### config.mk
export PLATFORM = sky130hd
export DESIGN_NAME = prescaled_irq_timer
export DESIGN_NICKNAME = d
export VERILOG_FILES = /design/src/rtl/irq_timer_pkg.sv /design/src/rtl/irq_timer_ctrl.sv /design/src/rtl/irq_timer_datapath.sv /design/src/rtl/prescaled_irq_timer.sv
export SDC_FILE = /design/constraint.sdc
export NUM_CORES = 1
export LEC_CHECK = 0
export BUFFER_PORTS_ARGS = -buffer_cell sky130_fd_sc_hd__buf_2
export CAP_MARGIN = 20
export CORE_MARGIN = 10
export CORE_UTILIZATION = 62
export DETAILED_ROUTE_END_ITERATION = 10
export PLACE_DENSITY_LB_ADDON = 0.05
export SYNTH_ARGS = -nofsm -noshare
export SYNTH_HDL_FRONTEND = slang
export SYNTH_SLANG_ARGS = --single-unit
### constraint.sdc
create_clock -name clk -period 4.1 [get_ports clk]
set_input_delay 0.82 -clock clk [delete_from_list [all_inputs] [get_ports clk]]
set_output_delay 0.82 -clock clk [all_outputs]
set_load 0.01 [all_outputs]
### src/rtl/irq_timer_pkg.sv
package irq_timer_pkg;
  parameter int DATA_W = 8;
  parameter int MAX_STEPS = 2;
  localparam int STEP_W = $clog2(MAX_STEPS + 1);

  // Strobes from the control section to the counting datapath.
  typedef struct packed {
    logic              loadPre;
    logic              loadCnt;
    logic [DATA_W-1:0] loadVal;
    logic              countUp;
    logic              countDown;
    logic              shortPre;
    logic [STEP_W-1:0] steps;
  } ctrlStrobes_t;
endpackage

### src/rtl/irq_timer_ctrl.sv
module irq_timer_ctrl
  import irq_timer_pkg::*;
#(
  parameter int ADDR_W = 16,
  parameter logic [ADDR_W-1:0] BASE_ADDR = 16'hC000
) (
  input  logic              clk,
  input  logic              rstN,
  input  logic              wrEn,
  input  logic [ADDR_W-1:0] wrAddr,
  input  logic [DATA_W-1:0] wrData,
  input  logic              evtCpuCycle,
  input  logic              evtAddrToggle,
  input  logic              evtVidRead,
  input  logic              evtCpuWrite,
  input  logic              wrap,
  output ctrlStrobes_t      strobes,
  output logic              irqEn,
  output logic              irqOut
);
  localparam int OFS_W = 3;

  logic [1:0]        dirField;
  logic              shortPre;
  logic [1:0]        srcSel;
  logic [DATA_W-1:0] key;
  logic              wrHit;
  logic [OFS_W-1:0]  ofs;
  logic              ackWrite;
  logic              evtSel;

  assign wrHit = wrEn && (wrAddr[ADDR_W-1:OFS_W] == BASE_ADDR[ADDR_W-1:OFS_W]);
  assign ofs   = wrAddr[OFS_W-1:0];
  assign ackWrite = wrHit && ((ofs == 3'd2) || (ofs == 3'd0 && !wrData[0]));

  always_ff @(posedge clk) begin
    if (!rstN) begin
      dirField <= 2'b00;
      shortPre <= 1'b0;
      srcSel   <= 2'b00;
      key      <= '0;
      irqEn    <= 1'b0;
    end else if (wrHit) begin
      case (ofs)
        3'd0: irqEn <= wrData[0];
        3'd1: begin
          dirField <= wrData[7:6];
          shortPre <= wrData[2];
          srcSel   <= wrData[1:0];
        end
        3'd2: irqEn <= 1'b0;
        3'd3: irqEn <= 1'b1;
        3'd6: key   <= wrData;
        default: ;
      endcase
    end
  end

  always_ff @(posedge clk) begin
    if (!rstN)            irqOut <= 1'b0;
    else if (ackWrite)    irqOut <= 1'b0;
    else if (wrap && irqEn) irqOut <= 1'b1;
  end

  always_comb begin
    case (srcSel)
      2'd0:    evtSel = evtCpuCycle;
      2'd1:    evtSel = evtAddrToggle;
      2'd2:    evtSel = evtVidRead;
      default: evtSel = evtCpuWrite;
    endcase
  end

  always_comb begin
    strobes.loadPre   = wrHit && (ofs == 3'd4);
    strobes.loadCnt   = wrHit && (ofs == 3'd5);
    strobes.loadVal   = wrData ^ key;
    strobes.countUp   = (dirField == 2'b01);
    strobes.countDown = (dirField == 2'b10);
    strobes.shortPre  = shortPre;
    if (!evtSel || !(strobes.countUp || strobes.countDown))
      strobes.steps = '0;
    else if (srcSel == 2'd2)
      strobes.steps = STEP_W'(MAX_STEPS);
    else
      strobes.steps = STEP_W'(1);
  end
endmodule

### src/rtl/irq_timer_datapath.sv
module irq_timer_datapath
  import irq_timer_pkg::*;
#(
  parameter int SHORT_W = 3
) (
  input  logic              clk,
  input  logic              rstN,
  input  ctrlStrobes_t      strobes,
  output logic [DATA_W-1:0] preVal,
  output logic [DATA_W-1:0] cntVal,
  output logic              wrap
);
  localparam logic [DATA_W-1:0] SHORT_MASK = DATA_W'((1 << SHORT_W) - 1);
  localparam logic [DATA_W-1:0] FULL_MASK  = '1;

  logic [DATA_W-1:0] mask;
  logic [DATA_W-1:0] preNext;
  logic [DATA_W-1:0] cntNext;

  assign mask = strobes.shortPre ? SHORT_MASK : FULL_MASK;

  always_comb begin
    preNext = preVal;
    cntNext = cntVal;
    wrap    = 1'b0;
    for (int i = 0; i < MAX_STEPS; i++) begin
      if (STEP_W'(i) < strobes.steps) begin
        if (strobes.countUp) begin
          preNext = preNext + 1'b1;
          if ((preNext & mask) == '0) begin
            cntNext = cntNext + 1'b1;
            if (cntNext == '0) wrap = 1'b1;
          end
        end else if (strobes.countDown) begin
          preNext = preNext - 1'b1;
          if ((preNext & mask) == mask) begin
            cntNext = cntNext - 1'b1;
            if (cntNext == FULL_MASK) wrap = 1'b1;
          end
        end
      end
    end
    if (strobes.loadPre) preNext = strobes.loadVal;
    if (strobes.loadCnt) cntNext = strobes.loadVal;
  end

  always_ff @(posedge clk) begin
    if (!rstN) begin
      preVal <= '0;
      cntVal <= '0;
    end else begin
      preVal <= preNext;
      cntVal <= cntNext;
    end
  end
endmodule

### src/rtl/prescaled_irq_timer.sv
module prescaled_irq_timer
  import irq_timer_pkg::*;
#(
  parameter int ADDR_W = 16,
  parameter logic [ADDR_W-1:0] BASE_ADDR = 16'hC000,
  parameter int SHORT_W = 3
) (
  input  logic              clk,
  input  logic              rstN,
  input  logic              wrEn,
  input  logic [ADDR_W-1:0] wrAddr,
  input  logic [DATA_W-1:0] wrData,
  input  logic              evtCpuCycle,
  input  logic              evtAddrToggle,
  input  logic              evtVidRead,
  input  logic              evtCpuWrite,
  output logic              irqOut
);
  ctrlStrobes_t      strobes;
  logic              wrap;
  logic              irqEn;
  logic [DATA_W-1:0] preVal;
  logic [DATA_W-1:0] cntVal;

  irq_timer_ctrl #(.ADDR_W(ADDR_W), .BASE_ADDR(BASE_ADDR)) i_ctrl (
    .clk(clk), .rstN(rstN), .wrEn(wrEn), .wrAddr(wrAddr), .wrData(wrData),
    .evtCpuCycle(evtCpuCycle), .evtAddrToggle(evtAddrToggle),
    .evtVidRead(evtVidRead), .evtCpuWrite(evtCpuWrite),
    .wrap(wrap), .strobes(strobes), .irqEn(irqEn), .irqOut(irqOut)
  );

  irq_timer_datapath #(.SHORT_W(SHORT_W)) i_dp (
    .clk(clk), .rstN(rstN), .strobes(strobes),
    .preVal(preVal), .cntVal(cntVal), .wrap(wrap)
  );
endmodule

==> results.json <==
{
  "synth_adder_area_share": 0.0496,
  "grt_first_pass_wirelength_mm": 19.3,
  "arrival_ns": 4.03,
  "rsz0062_at_grt": "false",
  "max_clock_freq_mhz": 261,
  "dieArea_mm2": 0.0101,
  "hold_viol": 0,
  "cpLargestDelayFamily": "compound AO/OA/AOI/OAI gates",
  "dr_wl_met3_um": 821,
  "core_area_mm2": 0.00635,
  "fp.dieH_um": 101,
  "insertion_delay_ns": 0.29,
  "synth_top_cell_area_share": 0.154,
  "synth_nets": 580,
  "period_needed_ns": 3.83,
  "status": "finished, final reports clean",
  "peakVddDrop_uv": 249,
  "dp_hpwl_mm": 9.38,
  "p_sw_frac": 0.309,
  "report.final.slew_viol_count": 0,
  "hold_slack_ns": 0.469,
  "end_kind": "flip-flop",
  "maxCapViolCount": 0,
  "p_int_mw": 0.659,
  "worst_pin_slew_ns": 0.905,
  "critPathKind": "reg2reg",
  "fin_cells": 635,
  "m1WireLength_mm": 5.43,
  "power.density_mw_per_mm2": 216,
  "clkSinkCount": 31,
  "async_flop_share": 0,
  "clkPwrFrac": 0.377,
  "row_count": 29,
  "yosys.area_share.simple": 0.301,
  "skew_ns": 0.0101,
  "wl_mm": 11.8,
  "netlist_area_mm2": 0.00404,
  "cts_made_buffers": 5,
  "worst-path-max-fanout": 27,
  "p_leak_nw": 1.70,
  "switching_power_mw": 0.295,
  "setup_tns_ns": 0,
  "vias": 4211,
  "insertedDiodeCount": 0,
  "avgSynthCellArea_um2": 7.58,
  "port-buffer-count": 31,
  "setup_viol": 0,
  "synth_compound_area_frac": 0.306,
  "initial_core_util": 0.636,
  "first_iter_violations": 392,
  "cts_hold_buffers": 0,
  "synth_area_leaders": "dfxtp_1 (15%), xnor2_1 (5.4%), ha_1 (5.0%)",
  "n_fill_cell": 558,
  "drc": 0,
  "syn2layout_area_growth_pct": 9.17,
  "synth_xor_area_frac": 0.0803,
  "antenna_found_initial": 0,
  "top_layer": "met4",
  "cp.required_ns": 4.30,
  "tritoncts": "yes",
  "slew_headroom": 0.394,
  "synth_cell_types": 88,
  "h-tree-depth": 2,
  "setup.worst_path.start_class": "flip-flop",
  "worst_path_max_delay_cell": "nor2b_1",
  "synth.most_common_cell": "nand2_1",
  "clk_path_buf_depth": 2,
  "drive_gt1_frac": 0.174,
  "post_cts_buffers": 0,
  "timing.final.crit_share": 0.934,
  "drtPass1Iterations": 6,
  "place_inst": 627,
  "synth_cells": 533,
  "postRouteAntennaNets": 0,
  "track_usage": 0.227,
  "crit_path_cell_trace": "inv_1 > ha_1 > buf_4 > nor2b_1 > mux2i_1 > o32ai_2 > inv_1 > ha_1 > inv_1 > nor2_1 > xnor2_1 > a311oi_1 > a211o_1 > nor2_1 > o31a_1 > a31oi_1",
  "vias_per_cell": 6.63,
  "grt_max_degree": 31,
  "cts-root-buf": "clkbuf_8",
  "ctsResizeCount": 0,
  "fin_nets": 604,
  "wl_per_cell_um": 18.6,
  "yosys.area.top_type": "dfxtp_1",
  "clkTransAtPathRegs_ns": 0.07,
  "ios": 32,
  "slowest_delay_ns": 0.45,
  "p_seq_frac": 0.330,
  "die_x_um": 101,
  "power_frac_comb": 0.292,
  "yosys-mux-area-fraction": 0.0530,
  "netlist_top_cells_count": "nand2_1 (49), dfxtp_1 (31), nor2_1 (31)",
  "synth-edff-count": 0,
  "dr_wl_met2_mm": 5.33,
  "synth_warnings": 0,
  "crit_buf_inv": 4,
  "synth_ff_type": "dfxtp_1",
  "synth_top_family_by_area": "compound AO/OA/AOI/OAI gates",
  "hold_class": "reg2reg",
  "ys_seq_area_frac": 0.154,
  "place.gp.congestion": 0.968,
  "cp_common_cell": "inv_1",
  "grt-ovfl-total": 0,
  "ys_seq_elements": 31,
  "grt_pass1_vias": 3921
}
## cell type report
class	instances	area [um^2]	area share
sequential	31	621	0.141
timing repair buffer	49	290	0.0659
multi-input combinational	452	3200	0.726
inverter	18	70.1	0.0159
clock inverter	2	60.1	0.0136
clock buffer	6	72.6	0.0165
tap	77	96.3	0.0219
## through the flow
step	util	total power [mW]	setup WS [ns]	cell area, um^2
after CTS	0.693	0.955	0.279	4400
after floorplan	-	0.535	0.638	4040
after global routing	0.694	1.01	0.000369	4410
final	0.694	0.954	0.269	4410
after global placement	0.672	0.597	0.290	4270
after detailed placement	0.672	0.595	0.206	4270
## logic make-up (layout without fill, tap and decap cells)
family | Yosys count | in the layout
xor gates and xnor gates | 37 | 37
and+or+nand+nor | 224 | 224
buffers and inverters | 50 | 75
muxes | 21 | 21
DFF | 31 | 31
AOI/OAI and AO/OA | 154 | 154
adders and majority gates | 16 | 16
## flip-flops by register name, summed over array words and instances (netlist names)
| register | count |
|---|---|
| i_dp.cntVal | 8 |
| i_dp.preVal | 8 |
| i_ctrl.key | 8 |
| i_ctrl.irqOut | 1 |
| i_ctrl.irqEn | 1 |
| i_ctrl.shortPre | 1 |
| i_ctrl.dirField | 2 |
| i_ctrl.srcSel | 2 |
## worst paths after layout
kind	start	cells past startpoint	slack, ns	to
min	i_ctrl.irqEn$_SDFFE_PN0P_	1	0.47	i_ctrl.irqEn$_SDFFE_PN0P_
min reg2reg	i_ctrl.irqEn$_SDFFE_PN0P_	1	0.47	i_ctrl.irqEn$_SDFFE_PN0P_
max reg2reg	i_ctrl.dirField[1]$_SDFFE_PN0P_	16	0.27	i_dp.cntVal[6]$_SDFF_PN0_
max	i_ctrl.dirField[1]$_SDFFE_PN0P_	16	0.27	i_dp.cntVal[6]$_SDFF_PN0_
## cell usage in the layout, fill, tap and decap left out, types with 5 or more instances in the layout
cell / count
a211o_1: 5
a211oi_1: 7
a21oi_1: 23
a31oi_1: 12
a32o_1: 5
and2_1: 12
and3_1: 15
buf_2: 31
buf_4: 18
clkbuf_8: 5
dfxtp_1: 31
ha_1: 16
inv_1: 17
mux2i_1: 18
nand2_1: 49
nand2b_1: 8
nand3_1: 13
nand4_1: 9
nor2_1: 31
nor2b_1: 22
nor3_1: 23
nor3b_1: 5
nor4_1: 7
o21ai_0: 25
or2_2: 7
xnor2_1: 25
xor2_1: 12
## worst register-to-register path, delay by kind of cell, from the launching register on
family / cells / cell delay [ns]
compound gates: 5 / 1.46
fa+ha+maj: 2 / 0.42
buf+inv: 4 / 0.52
xor+xnor: 1 / 0.12
mux: 1 / 0.21
simple gates: 3 / 0.65
flops: 1 / 0.36
## power groups by stage
| stage | combinational, mW | clock, mW | sequential (mW) |
|---|---|---|---|
| finish | 0.279 | 0.360 | 0.315 |
| detailed placement | 0.274 | 0 | 0.322 |
| global route | 0.312 | 0.377 | 0.316 |
| CTS | 0.276 | 0.365 | 0.315 |
| global placement | 0.276 | 0 | 0.321 |
| floorplan | 0.216 | 0 | 0.319 |
## metal layers
layer / global-route usage / vias to the layer above
li1: - / 2048
met1: 0.311 / 1972
met2: 0.350 / 166
met3: 0.0487 / 25
met4: 0.0533 / 0
met5: 0 / -
(Power assumes the default switching activity.)
